## config.mk

```make
export PLATFORM = sky130hd
export DESIGN_NAME = i2c_word_sink
export DESIGN_NICKNAME = d
export VERILOG_FILES = /design/src/rtl/i2c_ws_pkg.sv /design/src/rtl/ws_line_sync.sv /design/src/rtl/ws_bus_cond.sv /design/src/rtl/ws_frame_ctl.sv /design/src/rtl/i2c_word_sink.sv
export SDC_FILE = /design/constraint.sdc
export NUM_CORES = 1
export LEC_CHECK = 0
export BUFFER_PORTS_ARGS = -buffer_cell sky130_fd_sc_hd__buf_2
export CAP_MARGIN = 20
export CORE_UTILIZATION = 61
export DETAILED_ROUTE_END_ITERATION = 10
export PLACE_DENSITY = 0.8
export RECOVER_POWER = 50
export SLEW_MARGIN = 10
export SYNTH_ARGS = -nofsm -noshare
export SYNTH_HDL_FRONTEND = slang
export SYNTH_SLANG_ARGS = --single-unit
```

## constraint.sdc

```tcl
create_clock -name clk -period 4.02 [get_ports clk]
set_input_delay 0.603 -clock clk [delete_from_list [all_inputs] [get_ports clk]]
set_output_delay 0.603 -clock clk [all_outputs]
set_load 0.02 [all_outputs]
```

## src/rtl/i2c_ws_pkg.sv

```systemverilog
package i2c_ws_pkg;

  localparam int unsigned ADDR_W = 7;
  localparam int unsigned BYTE_W = 8;

  typedef enum logic [1:0] {
    FR_IDLE   = 2'd0,
    FR_SHIFT  = 2'd1,
    FR_ACK    = 2'd2,
    FR_IGNORE = 2'd3
  } fr_state_t;

  // Header byte is {address[6:0], rw}; accept writes to local or broadcast.
  function automatic logic header_accept(input logic [BYTE_W-1:0] hdr,
                                         input logic [ADDR_W-1:0] local_a,
                                         input logic [ADDR_W-1:0] bcast_a);
    logic [ADDR_W-1:0] a;
    a = hdr[BYTE_W-1:1];
    return (hdr[0] == 1'b0) && ((a == local_a) || (a == bcast_a));
  endfunction

  // Append one byte at the low end of an accumulating word.
  function automatic logic [63:0] append_byte(input logic [63:0] acc,
                                              input logic [BYTE_W-1:0] b);
    return (acc << BYTE_W) | {56'd0, b};
  endfunction

endpackage

```

## src/rtl/ws_line_sync.sv

```systemverilog
module ws_line_sync #(
  parameter int unsigned STAGES = 2
) (
  input  logic clk,
  input  logic rst_n,
  input  logic line_i,
  output logic level_o,
  output logic rise_o,
  output logic fall_o
);

  logic [STAGES-1:0] chain_q;
  logic              last_q;

  always_ff @(posedge clk or negedge rst_n) begin
    if (!rst_n) begin
      chain_q <= '1;
      last_q  <= 1'b1;
    end else begin
      chain_q <= {chain_q[STAGES-2:0], line_i};
      last_q  <= chain_q[STAGES-1];
    end
  end

  assign level_o = chain_q[STAGES-1];
  assign rise_o  = chain_q[STAGES-1] & ~last_q;
  assign fall_o  = ~chain_q[STAGES-1] & last_q;

endmodule

```

## src/rtl/ws_bus_cond.sv

```systemverilog
module ws_bus_cond (
  input  logic scl_lvl,
  input  logic sda_rise,
  input  logic sda_fall,
  output logic start_ev,
  output logic stop_ev
);

  // Data may only move while the clock is low; a move with the clock high
  // is a frame delimiter.
  assign start_ev = scl_lvl & sda_fall;
  assign stop_ev  = scl_lvl & sda_rise;

endmodule

```

## src/rtl/ws_frame_ctl.sv

```systemverilog
module ws_frame_ctl
  import i2c_ws_pkg::*;
#(
  parameter int unsigned   PAYLOAD_BYTES = 3,
  parameter logic [6:0]    BCAST_ADDR    = 7'b1110011,
  localparam int unsigned  WORD_W        = PAYLOAD_BYTES * BYTE_W,
  localparam int unsigned  CNT_W         = $clog2(PAYLOAD_BYTES + 1)
) (
  input  logic              clk,
  input  logic              rst_n,
  input  logic              scl_rise,
  input  logic              scl_fall,
  input  logic              sda_lvl,
  input  logic              start_ev,
  input  logic              stop_ev,
  input  logic [ADDR_W-1:0] local_addr,
  output logic              pull_o,
  output logic [WORD_W-1:0] word_o,
  output logic              vld_o,
  output logic [3:0]        bits_o
);

  localparam logic [3:0]       LAST_BIT  = 4'd8;
  localparam logic [CNT_W-1:0] BYTE_LIM  = CNT_W'(PAYLOAD_BYTES);
  localparam logic [CNT_W-1:0] BYTE_LAST = CNT_W'(PAYLOAD_BYTES - 1);

  fr_state_t          state_q;
  logic [3:0]         bit_cnt_q;
  logic [BYTE_W-1:0]  shreg_q;
  logic               in_hdr_q;
  logic [CNT_W-1:0]   byte_cnt_q;
  logic [WORD_W-1:0]  asm_q;
  logic [WORD_W-1:0]  word_q;
  logic               pull_q;
  logic               vld_q;

  logic [WORD_W-1:0]  asm_next;
  logic               byte_done;

  assign asm_next  = WORD_W'(append_byte(64'(asm_q), shreg_q));
  assign byte_done = scl_fall && (bit_cnt_q == LAST_BIT);

  always_ff @(posedge clk or negedge rst_n) begin
    if (!rst_n) begin
      state_q    <= FR_IDLE;
      bit_cnt_q  <= '0;
      shreg_q    <= '0;
      in_hdr_q   <= 1'b0;
      byte_cnt_q <= '0;
      asm_q      <= '0;
      word_q     <= '0;
      pull_q     <= 1'b0;
      vld_q      <= 1'b0;
    end else begin
      vld_q <= 1'b0;
      if (start_ev) begin
        state_q    <= FR_SHIFT;
        bit_cnt_q  <= '0;
        in_hdr_q   <= 1'b1;
        byte_cnt_q <= '0;
        asm_q      <= '0;
        pull_q     <= 1'b0;
      end else if (stop_ev) begin
        state_q   <= FR_IDLE;
        bit_cnt_q <= '0;
        pull_q    <= 1'b0;
      end else begin
        unique case (state_q)
          FR_SHIFT: begin
            if (scl_rise && (bit_cnt_q < LAST_BIT)) begin
              shreg_q   <= {shreg_q[BYTE_W-2:0], sda_lvl};
              bit_cnt_q <= bit_cnt_q + 4'd1;
            end else if (byte_done) begin
              state_q <= FR_ACK;
              if (in_hdr_q) begin
                pull_q <= header_accept(shreg_q, local_addr, BCAST_ADDR);
              end else if (byte_cnt_q < BYTE_LIM) begin
                pull_q     <= 1'b1;
                byte_cnt_q <= byte_cnt_q + 1'b1;
                asm_q      <= asm_next;
                if (byte_cnt_q == BYTE_LAST) begin
                  word_q <= asm_next;
                  vld_q  <= 1'b1;
                end
              end else begin
                pull_q <= 1'b0;
              end
            end
          end
          FR_ACK: begin
            if (scl_fall) begin
              pull_q    <= 1'b0;
              bit_cnt_q <= '0;
              in_hdr_q  <= 1'b0;
              state_q   <= pull_q ? FR_SHIFT : FR_IGNORE;
            end
          end
          default: begin
            bit_cnt_q <= '0;
          end
        endcase
      end
    end
  end

  assign pull_o = pull_q;
  assign word_o = word_q;
  assign vld_o  = vld_q;
  assign bits_o = bit_cnt_q;

endmodule

```

## src/rtl/i2c_word_sink.sv

```systemverilog
module i2c_word_sink
  import i2c_ws_pkg::*;
#(
  parameter int unsigned  PAYLOAD_BYTES = 3,
  parameter int unsigned  SYNC_STAGES   = 2,
  parameter logic [6:0]   BCAST_ADDR    = 7'b1110011,
  localparam int unsigned WORD_W        = PAYLOAD_BYTES * BYTE_W
) (
  input  logic              clk,
  input  logic              rst_n,
  input  logic              scl_i,
  input  logic              sda_i,
  input  logic [ADDR_W-1:0] local_addr_i,
  output logic              sda_pull_o,
  output logic [WORD_W-1:0] word_o,
  output logic              word_vld_o
);

  // Index 0 is the clock line, index 1 the data line.
  logic [1:0] pin_in, pin_lvl, pin_rise, pin_fall;
  assign pin_in = {sda_i, scl_i};

  for (genvar g = 0; g < 2; g++) begin : g_sync
    ws_line_sync #(.STAGES(SYNC_STAGES)) u_sync (
      .clk     (clk),
      .rst_n   (rst_n),
      .line_i  (pin_in[g]),
      .level_o (pin_lvl[g]),
      .rise_o  (pin_rise[g]),
      .fall_o  (pin_fall[g])
    );
  end

  // Named internal events, observed by the bound checker.
  logic       scl_lvl, scl_rise, scl_fall;
  logic       sda_lvl, sda_rise, sda_fall;
  logic       start_ev, stop_ev;
  logic [3:0] bits_seen;

  assign scl_lvl  = pin_lvl[0];
  assign scl_rise = pin_rise[0];
  assign scl_fall = pin_fall[0];
  assign sda_lvl  = pin_lvl[1];
  assign sda_rise = pin_rise[1];
  assign sda_fall = pin_fall[1];

  ws_bus_cond u_cond (
    .scl_lvl  (scl_lvl),
    .sda_rise (sda_rise),
    .sda_fall (sda_fall),
    .start_ev (start_ev),
    .stop_ev  (stop_ev)
  );

  ws_frame_ctl #(
    .PAYLOAD_BYTES (PAYLOAD_BYTES),
    .BCAST_ADDR    (BCAST_ADDR)
  ) u_ctl (
    .clk        (clk),
    .rst_n      (rst_n),
    .scl_rise   (scl_rise),
    .scl_fall   (scl_fall),
    .sda_lvl    (sda_lvl),
    .start_ev   (start_ev),
    .stop_ev    (stop_ev),
    .local_addr (local_addr_i),
    .pull_o     (sda_pull_o),
    .word_o     (word_o),
    .vld_o      (word_vld_o),
    .bits_o     (bits_seen)
  );

endmodule

```

==> impl_metrics.tcl, run 1 <==
set metrics [dict create \
    ys_seq_elements 65 \
    synth_most_common_cell "dfrtp_1" \
    post-route-min-period_ps 2440 \
    antenna_found_initial 0 \
    wirelength_mm 5.43 \
    post-route-drc-count 0 \
    worst_slew_pin_slew_ps 1690 \
    cts_root_buf "clkbuf_8" \
    initial_core_util_pct 65.9 \
    cp-start-kind "flip-flop" \
    seq_power_share_pct 44.1 \
    pin_count 37 \
    drive_gt1_share_pct 37.6 \
    period_share_pct 60.8 \
    dp_hpwl_mm 3.59 \
    synthCells 193 \
    grt_max_degree 35 \
    status "finished with violations" \
    path_clk_slew_ps 70 \
    clock_latency_ps 340 \
    rsz0062_at_grt "no" \
    finalSetupViolCount 0 \
    yosysTopAreaCellShare_pct 54.1 \
    ys_warn_count 0 \
    yosysTopAreaCell "dfrtp_1" \
    hold_depth 0 \
    ys_async_sr_fraction_pct 100 \
    clock_path_buffers 2 \
    violations "capacitance limit, slew limit" \
    core-area_um2 4140 \
    synth_nets 210 \
    via_per_inst 6.04 \
    synth_area_um2 2730 \
    synthTopCellsByCount "dfrtp_1, mux2_2, a22o_1" \
    gr-total-overflow 0 \
    slew_violations 33 \
    fin_skew_ps 10.2 \
    netSwitchingFraction_pct 25.5 \
    p_per_area_nw_per_um2 528 \
    drv_cap 1 \
    routabilityCongestion 0.867 \
    critPathMaxFanout 19 \
    hold_viol 0 \
    yosys-top-cells-area "dfrtp_1, mux2_2, dfstp_2" \
    grt_pass1_wl_mm 8.71 \
    hold_slack_ps 362 \
    placed_area_um2 2950 \
    synth_cell_types 41 \
    min-delay-path-class "flip-flop to flip-flop" \
    antenna-diode-count 0 \
    clockPowerShare_pct 42.5 \
    cp.arrival_ps 2670 \
    grt_pass1_vias 1780 \
    ctsResizeCount 0 \
    p_sw_mw 0.431 \
    fmax_ghz 0.409 \
    area_growth_pct 17.4 \
    final.setup.tns_ps 0 \
    cts_hold_buf 0 \
    dominantRegCellSynth "dfrtp_1" \
    htree_levels 3 \
    ant_nets 0 \
    die_w_um 68.9 \
    initialDrtViolationCount 86 \
    wl_per_cell_um 18.6 \
    end_kind "flip-flop" \
    required_ps 4250 \
    p_int_mw 1.26 \
    nets 254 \
    final_cell_area_um2 3200 \
    synth-edff-count 0 \
    post_cts_buffers 0 \
    cts_buffers 9 \
    avgSynthCellArea_um2 14.1 \
    die_area_um2 4750 \
    max_slew_margin_pct -12.8 \
    grt_usage_pct 27.1 \
    ys_seq_area_share_pct 59.9 \
    num_vias 1765 \
    drtPass1Iterations 4 \
    rows 23 \
    ir_worst_vdd_mv 0.397 \
    cts.sinks 65 \
    die_h_um 68.9 \
    cts_tree "yes" \
    io_buffers 36 \
    p_comb_share_pct 13.4 \
    path_class "flip-flop to flip-flop" \
    reg2regPathDepth 6 \
    power.leakage_nw 1.65 \
]
## layer usage
metal	up-vias	global-route usage (%)	part of all wire [%]
li1	796	-	-
met4	0	17.3	2.0
met5	-	0	0
met1	887	35.4	45
met2	70	40.3	49
met3	12	6.58	4.4
## cells by family after synthesis
group                      Yosys count  synth area share (%)
and+or+nand+nor                     27                  7.34
muxes                               36                  14.8
buffers and inverters               14                  2.43
AOI/OAI and AO/OA                   36                  9.95
xor gates and xnor gates             9                  2.89
adders and majority gates            6                  2.75
DFF                                 65                  59.9
## critical path, stage by stage (launching register included)
cell	delay (ps)
dfrtp_1	380
inv_1	90
ha_1	240
and2b_1	200
nor4b_4	850
nor2_4	240
mux2_2	340
## path summary, 6_finish.rpt
kind / from / end / slack, ps
setup / recovery: u_ctl.state_q[1] / u_ctl.byte_cnt_q[0] / 1580
hold / removal: g_sync[0].u_sync.chain_q[0] / g_sync[0].u_sync.chain_q[1] / 360
setup reg to reg: u_ctl.state_q[1] / u_ctl.byte_cnt_q[0] / 1580
hold reg to reg: g_sync[0].u_sync.chain_q[0] / g_sync[0].u_sync.chain_q[1] / 360
max in group asynchronous: rst_n / u_ctl.word_o[20] / 2090
min in group asynchronous: rst_n / u_ctl.bits_o[1] / 700
## per-stage QoR
stage                     std cells  utilization [%]  setup slack (ps)  total power [mW]
after global routing            292             77.3              1390              1.76
after CTS                       292             77.4              1630              1.70
final                           292             77.3              1580              1.69
after detailed placement        276             71.2              1650             0.973
after global placement          276             71.2              1800             0.956
after floorplan                 193                -              2240             0.896
## flip-flops by register name, indices dropped and copies added (netlist names)
register,count
u_ctl.vld_o,1
u_ctl.asm_q,16
u_ctl.word_o,24
u_ctl.byte_cnt_q,2
u_ctl.shreg_q,8
u_ctl.pull_o,1
u_ctl.in_hdr_q,1
g_sync.u_sync.last_q,2
u_ctl.bits_o,4
u_ctl.state_q,2
g_sync.u_sync.chain_q,4
## power groups by stage
stage	Clock [mW]	Combinational (mW)	Sequential [mW]
4_1_cts	0.727	0.225	0.746
2_1_floorplan	0	0.153	0.743
3_3_place_gp	0	0.204	0.752
3_5_place_dp	0	0.217	0.756
5_1_grt	0.757	0.247	0.752
6_report	0.718	0.226	0.746
## cell type report
cell class / instances / area, um2
flip-flops and latches: 65 / 1630
multi-input cells: 114 / 1030
fillers: 270 / 941
repair buffers: 37 / 181
clock buffers: 11 / 131
clock inverters: 5 / 128
well taps: 50 / 62.6
inverters: 10 / 37.5
## placed cells by master, fill, tap and decap left out, types with 2 or more instances in the layout
cell type	instances
nor2_1	4
nor2b_1	2
mux2i_1	2
dfrtp_1	59
o21ai_0	3
ha_1	6
a31oi_1	2
dfstp_1	2
a21oi_1	6
mux2_2	34
xor2_1	8
dfstp_2	4
nand2_1	4
clkbuf_8	9
clkbuf_1	7
a22o_1	18
bufinv_16	4
inv_1	10
buf_2	31
nor4_1	2
Power figures use the tool's default switching activity.
==> run 2, diff against run 1 <==
Settings changed: CORE_UTILIZATION 61 to 51, PLACE_DENSITY 0.8 to 0.71.
Clock period 4.02 ns to 2 ns, I/O delays scaled along.
==> run 2 against run 1 <==
Effect of this change: the run now ends clean; register-to-register slack lost 1400 ps; non-clock buffer count grew 4; count of clock-buffer cells in the layout is the same; via count shrank 4.9%; largest cell class unchanged; highest routed layer unchanged.
==> impl_metrics.tcl, run 2 (synthesis gave the netlist of run 1 again) <==
set metrics [dict create \
    grt_usage_pct 19.2 \
    placed_area_um2 3010 \
    post-route-drc-count 0 \
    largest_reg_flops 24 \
    post_cts_buffers 0 \
    die_w_um 75.2 \
    multi_input_area_um2 1030 \
    cts.sinks 65 \
    cts_tree "yes" \
    gr-total-overflow 0 \
    initial_core_util_pct 53.1 \
    grt_pass1_wl_mm 7.80 \
    finalSetupViolCount 0 \
    cts_hold_buf 1 \
    via_per_inst 5.31 \
    r2r-end "u_ctl.bits_o[0]" \
    critPathSlowestCell "dfstp_1" \
    post-route-min-period_ps 1830 \
    layout_commonest_cell "dfrtp_1" \
    path_class "flip-flop to flip-flop" \
    reg2regPathDepth 4 \
    antenna-diode-count 0 \
    dp_cells 299 \
    ant_nets 0 \
    power_mw 3.01 \
    final_cell_area_um2 3190 \
    core-area_um2 5140 \
    min-delay-path-class "primary input to flip-flop" \
    min-delay-start "sda_i" \
    slew_violations 0 \
    cp_common_cell "o21ai_0" \
    rr_startpoint "g_sync[0].u_sync.chain_q[1]" \
    grt_pass1_vias 1654 \
    rsz0062_at_grt "no" \
    worst-path-buf-inv 1 \
    final.setup.tns_ps 0 \
    cp_cell_sequence "inv_1, o21ai_0, o21ai_0, mux2_2" \
    initialDrtViolationCount 100 \
    critPathTopFamily "flip-flops" \
    nets 258 \
    grt_max_degree 46 \
    num_vias 1678 \
    wl_per_cell_um 15.0 \
    fin_skew_ps 7.58 \
    wirelength_mm 4.74 \
    period_share_pct 91.6 \
    r2r_slack_ps 170 \
    ctsResizeCount 0 \
    io_buffers 36 \
    status "completed" \
    end_kind "flip-flop" \
    seq_area_um2 1630 \
    ir_worst_vdd_mv 0.611 \
    cts_buffers 9 \
    power.leakage_nw 1.59 \
    fin_cells 316 \
    p_per_area_nw_per_um2 946 \
    fin_ws_ps 169 \
    cp-start-kind "flip-flop" \
    min_to "g_sync[1].u_sync.chain_q[0]" \
    die_h_um 75.2 \
    place_ws_ps 230 \
    pin_count 37 \
    worst_slew_pin_slew_ps 1130 \
    cts_root_buf "clkbuf_8" \
    max_stage_delay_ps 660 \
    max_slew_margin_pct 24.5 \
    final_util_pct 62.0 \
    filler_cell_count 444 \
    cp.arrival_ps 2060 \
    required_ps 2220 \
    fmax_ghz 0.546 \
    hold_slack_ps 57.3 \
    drive_gt1_share_pct 33.7 \
    antenna_found_initial 0 \
    most-common-layout-cells "dfrtp_1, mux2_2, buf_2" \
    htree_levels 3 \
    routabilityCongestion 0.784 \
    clock_latency_ps 330 \
    drv_cap 0 \
    drtPass1Iterations 4 \
    hold_viol 0 \
    critPathMaxFanout 9 \
    rows 26 \
    clock_path_buffers 2 \
    die_area_um2 5650 \
    area_growth_pct 16.8 \
    path_clk_slew_ps 70 \
    dp_hpwl_mm 3.25 \
    hold_depth 1 \
]
==> run 2: changes by cell type in the layout (fill, tap and decap cells not counted), sizes merged <==
cell	before	now
clkinv	0	2
buf	32	23
dlygate4sd3	0	1
bufinv	4	1
clkbuf	16	28
clkinvlp	1	2
==> run 2: layout make-up <==
cell class | instances | share of cell area, %
Inverter | 10 | 1.18
Timing Repair Buffer | 41 | 6.36
Tap cell | 70 | 2.75
Sequential cell | 65 | 51.3
Multi-Input combinational cell | 114 | 32.3
Clock buffer | 11 | 4.44
Clock inverter | 5 | 1.73
==> run 2: worst max-delay path by stage <==
stage | from | endpoint | slack, ps | cells past startpoint
final | g_sync[0].u_sync.chain_q[1] | u_ctl.bits_o[0] | 170 | 4
after global routing | u_ctl.state_q[0] | u_ctl.state_q[0] | 20 | 6
after CTS | u_ctl.state_q[0] | u_ctl.state_q[0] | 200 | 6
after detailed placement | u_ctl.state_q[0] | u_ctl.state_q[0] | 230 | 6
after global placement | u_ctl.state_q[0] | u_ctl.state_q[1] | 180 | 6
after floorplan | u_ctl.state_q[1] | u_ctl.asm_q[12] | 220 | 7
==> run 2: power breakdown <==
group / switching [mW] / total, mW / internal, mW
sequential: 0.101 / 1.49 / 1.39
combinational: 0.243 / 0.430 / 0.187
clock: 0.485 / 1.09 / 0.605
==> run 2: metal layers <==
| metal | global-route usage, % | part of all wire (%) | up-vias |
|---|---|---|---|
| li1 | - | - | 798 |
| met1 | 28.6 | 50 | 825 |
| met2 | 25.8 | 43 | 48 |
| met3 | 4.42 | 4.9 | 7 |
| met4 | 10.3 | 1.6 | 0 |
| met5 | 0 | 0 | - |
==> run 3, diff against run 2 <==
Settings changed: REMOVE_ABC_BUFFERS from default to 1.
==> run 3 against run 2 <==
Effect of this change: non-clock buffer count is 1 lower; die area stayed put; critical endpoint unchanged; critical path depth is 2 higher; sequential share of layout area is 0.81 points lower; count of clock-buffer cells in the layout stayed put.
==> impl_metrics.tcl, run 3 (synthesis gave the netlist of run 1 again) <==
set metrics [dict create \
    worst_slew_pin_slew_ps 999 \
    cp_common_cell "inv_1" \
    wl_per_cell_um 14.7 \
    hold_viol 0 \
    num_vias 1690 \
    critPathSlowestCell "a211oi_1" \
    drtPass1Iterations 4 \
    antenna-diode-count 0 \
    hold_depth 1 \
    post-route-min-period_ps 1800 \
    die_w_um 75.2 \
    clockPowerShare_pct 41.1 \
    area_growth_pct 18.7 \
    via_per_inst 5.37 \
    cts.sinks 65 \
    gr-total-overflow 0 \
    dp_hpwl_mm 3.10 \
    cp.arrival_ps 2020 \
    ir_worst_vdd_mv 0.662 \
    period_share_pct 90.1 \
    power_mw 3.26 \
    cts_root_buf "clkbuf_8" \
    min-delay-path-class "primary input to flip-flop" \
    p_comb_share_pct 13.1 \
    cts_tree "yes" \
    grt_pass1_wl_mm 7.58 \
    clock_latency_ps 330 \
    drv_cap 0 \
    fmax_ghz 0.555 \
    power.leakage_nw 1.65 \
    slew_violations 0 \
    rows 26 \
    ant_nets 0 \
    post_cts_buffers 0 \
    rsz0062_at_grt "no" \
    wirelength_mm 4.64 \
    drive_gt1_share_pct 38.0 \
    rr_startpoint "u_ctl.state_q[0]" \
    nets 257 \
    critPathMaxFanout 4 \
    antenna_found_initial 0 \
    grt_max_degree 49 \
    io_buffers 36 \
    netSwitchingFraction_pct 25.1 \
    path_clk_slew_ps 70 \
    reg2regPathDepth 6 \
    ctsResizeCount 0 \
    filler_cell_count 424 \
    htree_levels 3 \
    final_cell_area_um2 3240 \
    status "completed" \
    path_class "flip-flop to flip-flop" \
    placed_area_um2 3000 \
    r2r_slack_ps 200 \
    p_sw_mw 0.816 \
    end_kind "flip-flop" \
    grt_pass1_vias 1612 \
    required_ps 2220 \
    crit_start "u_ctl.state_q[0]" \
    seq_power_share_pct 45.8 \
    p_int_mw 2.44 \
    post-route-drc-count 0 \
    fin_skew_ps 7.64 \
    cp-start-kind "flip-flop" \
    initialDrtViolationCount 82 \
    place_ws_ps 209 \
    layout_commonest_cell "dfrtp_1" \
    cp_cell_sequence "inv_1, ha_1, inv_1, a211oi_1, nor2_1, mux2_2" \
    cts_hold_buf 1 \
    most-common-layout-cells "dfrtp_1, mux2_2, buf_2" \
    die_area_um2 5650 \
    max_stage_delay_ps 460 \
    grt_usage_pct 19.1 \
    largest_reg_flops 24 \
    clock_path_buffers 2 \
    initial_core_util_pct 53.1 \
    worstSetupEndpoint "u_ctl.bits_o[0]" \
    finalSetupViolCount 0 \
    r2r-end "u_ctl.bits_o[0]" \
    fin_ws_ps 198 \
    cts_buffers 9 \
    p_per_area_nw_per_um2 1010 \
    die_h_um 75.2 \
    max_slew_margin_pct 33.4 \
    routabilityCongestion 0.821 \
    final.setup.tns_ps 0 \
    pin_count 37 \
    core-area_um2 5140 \
]
run 3: cell count changes in the layout (fill, tap and decap cells not counted), sizes merged:
cell | before | now
buf | 23 | 31
bufinv | 1 | 3
clkinvlp | 2 | 1
clkinv | 2 | 1
clkbuf | 28 | 19
run 3: power by group through the flow:
stage / sequential (mW) / combinational (mW) / clock [mW]
after floorplan: 1.49 / 0.306 / 0
after global placement: 1.51 / 0.415 / 0
after detailed placement: 1.51 / 0.424 / 0
after CTS: 1.49 / 0.428 / 1.37
after global routing: 1.50 / 0.482 / 1.42
final: 1.49 / 0.427 / 1.34
run 3: critical path, delay by kind of cell, from the launching register on:
kind / cells / cell delay, ps
AOI/OAI and AO/OA: 1 / 460
DFF: 1 / 380
muxes: 1 / 290
adders and majority gates: 1 / 230
buffers and inverters: 2 / 200
and+or+nand+nor: 1 / 130
run 3: worst min-delay path by stage:
stage,startpoint,end
3_3_place_gp,rst_n,u_ctl.bits_o[2]
3_5_place_dp,rst_n,u_ctl.bits_o[2]
5_1_grt,scl_i,g_sync[0].u_sync.chain_q[0]
2_1_floorplan,rst_n,u_ctl.asm_q[0]
4_1_cts,scl_i,g_sync[0].u_sync.chain_q[0]
6_report,scl_i,g_sync[0].u_sync.chain_q[0]
run 3: area by class of cell:
type                            count  area [um2]  share of cell area (%)
Sequential cell                    65        1630                    50.5
Multi-Input combinational cell    114        1030                    31.8
Timing Repair Buffer               40         206                    6.38
Clock buffer                       11         141                    4.37
Clock inverter                      5         103                    3.17
Tap cell                           70        87.6                    2.70
Inverter                           10        37.5                    1.16
run 3: metal layers:
layer / global-route usage, % / vias to the layer above / part of all wire (%)
li1: - / 805 / -
met4: 11.3 / 0 / 2.0
met1: 26.2 / 831 / 49
met2: 27.3 / 45 / 44
met3: 4.95 / 9 / 4.9
met5: 0 / - / 0
run 3: metrics by stage:
stage	instances	hold slack [ps]	utilization [%]
after floorplan	189	4.41	-
after global placement	298	269	58.4
after detailed placement	298	268	58.4
after CTS	315	50.4	63.4
after global routing	315	45.7	63.0
final	315	69.0	63.0
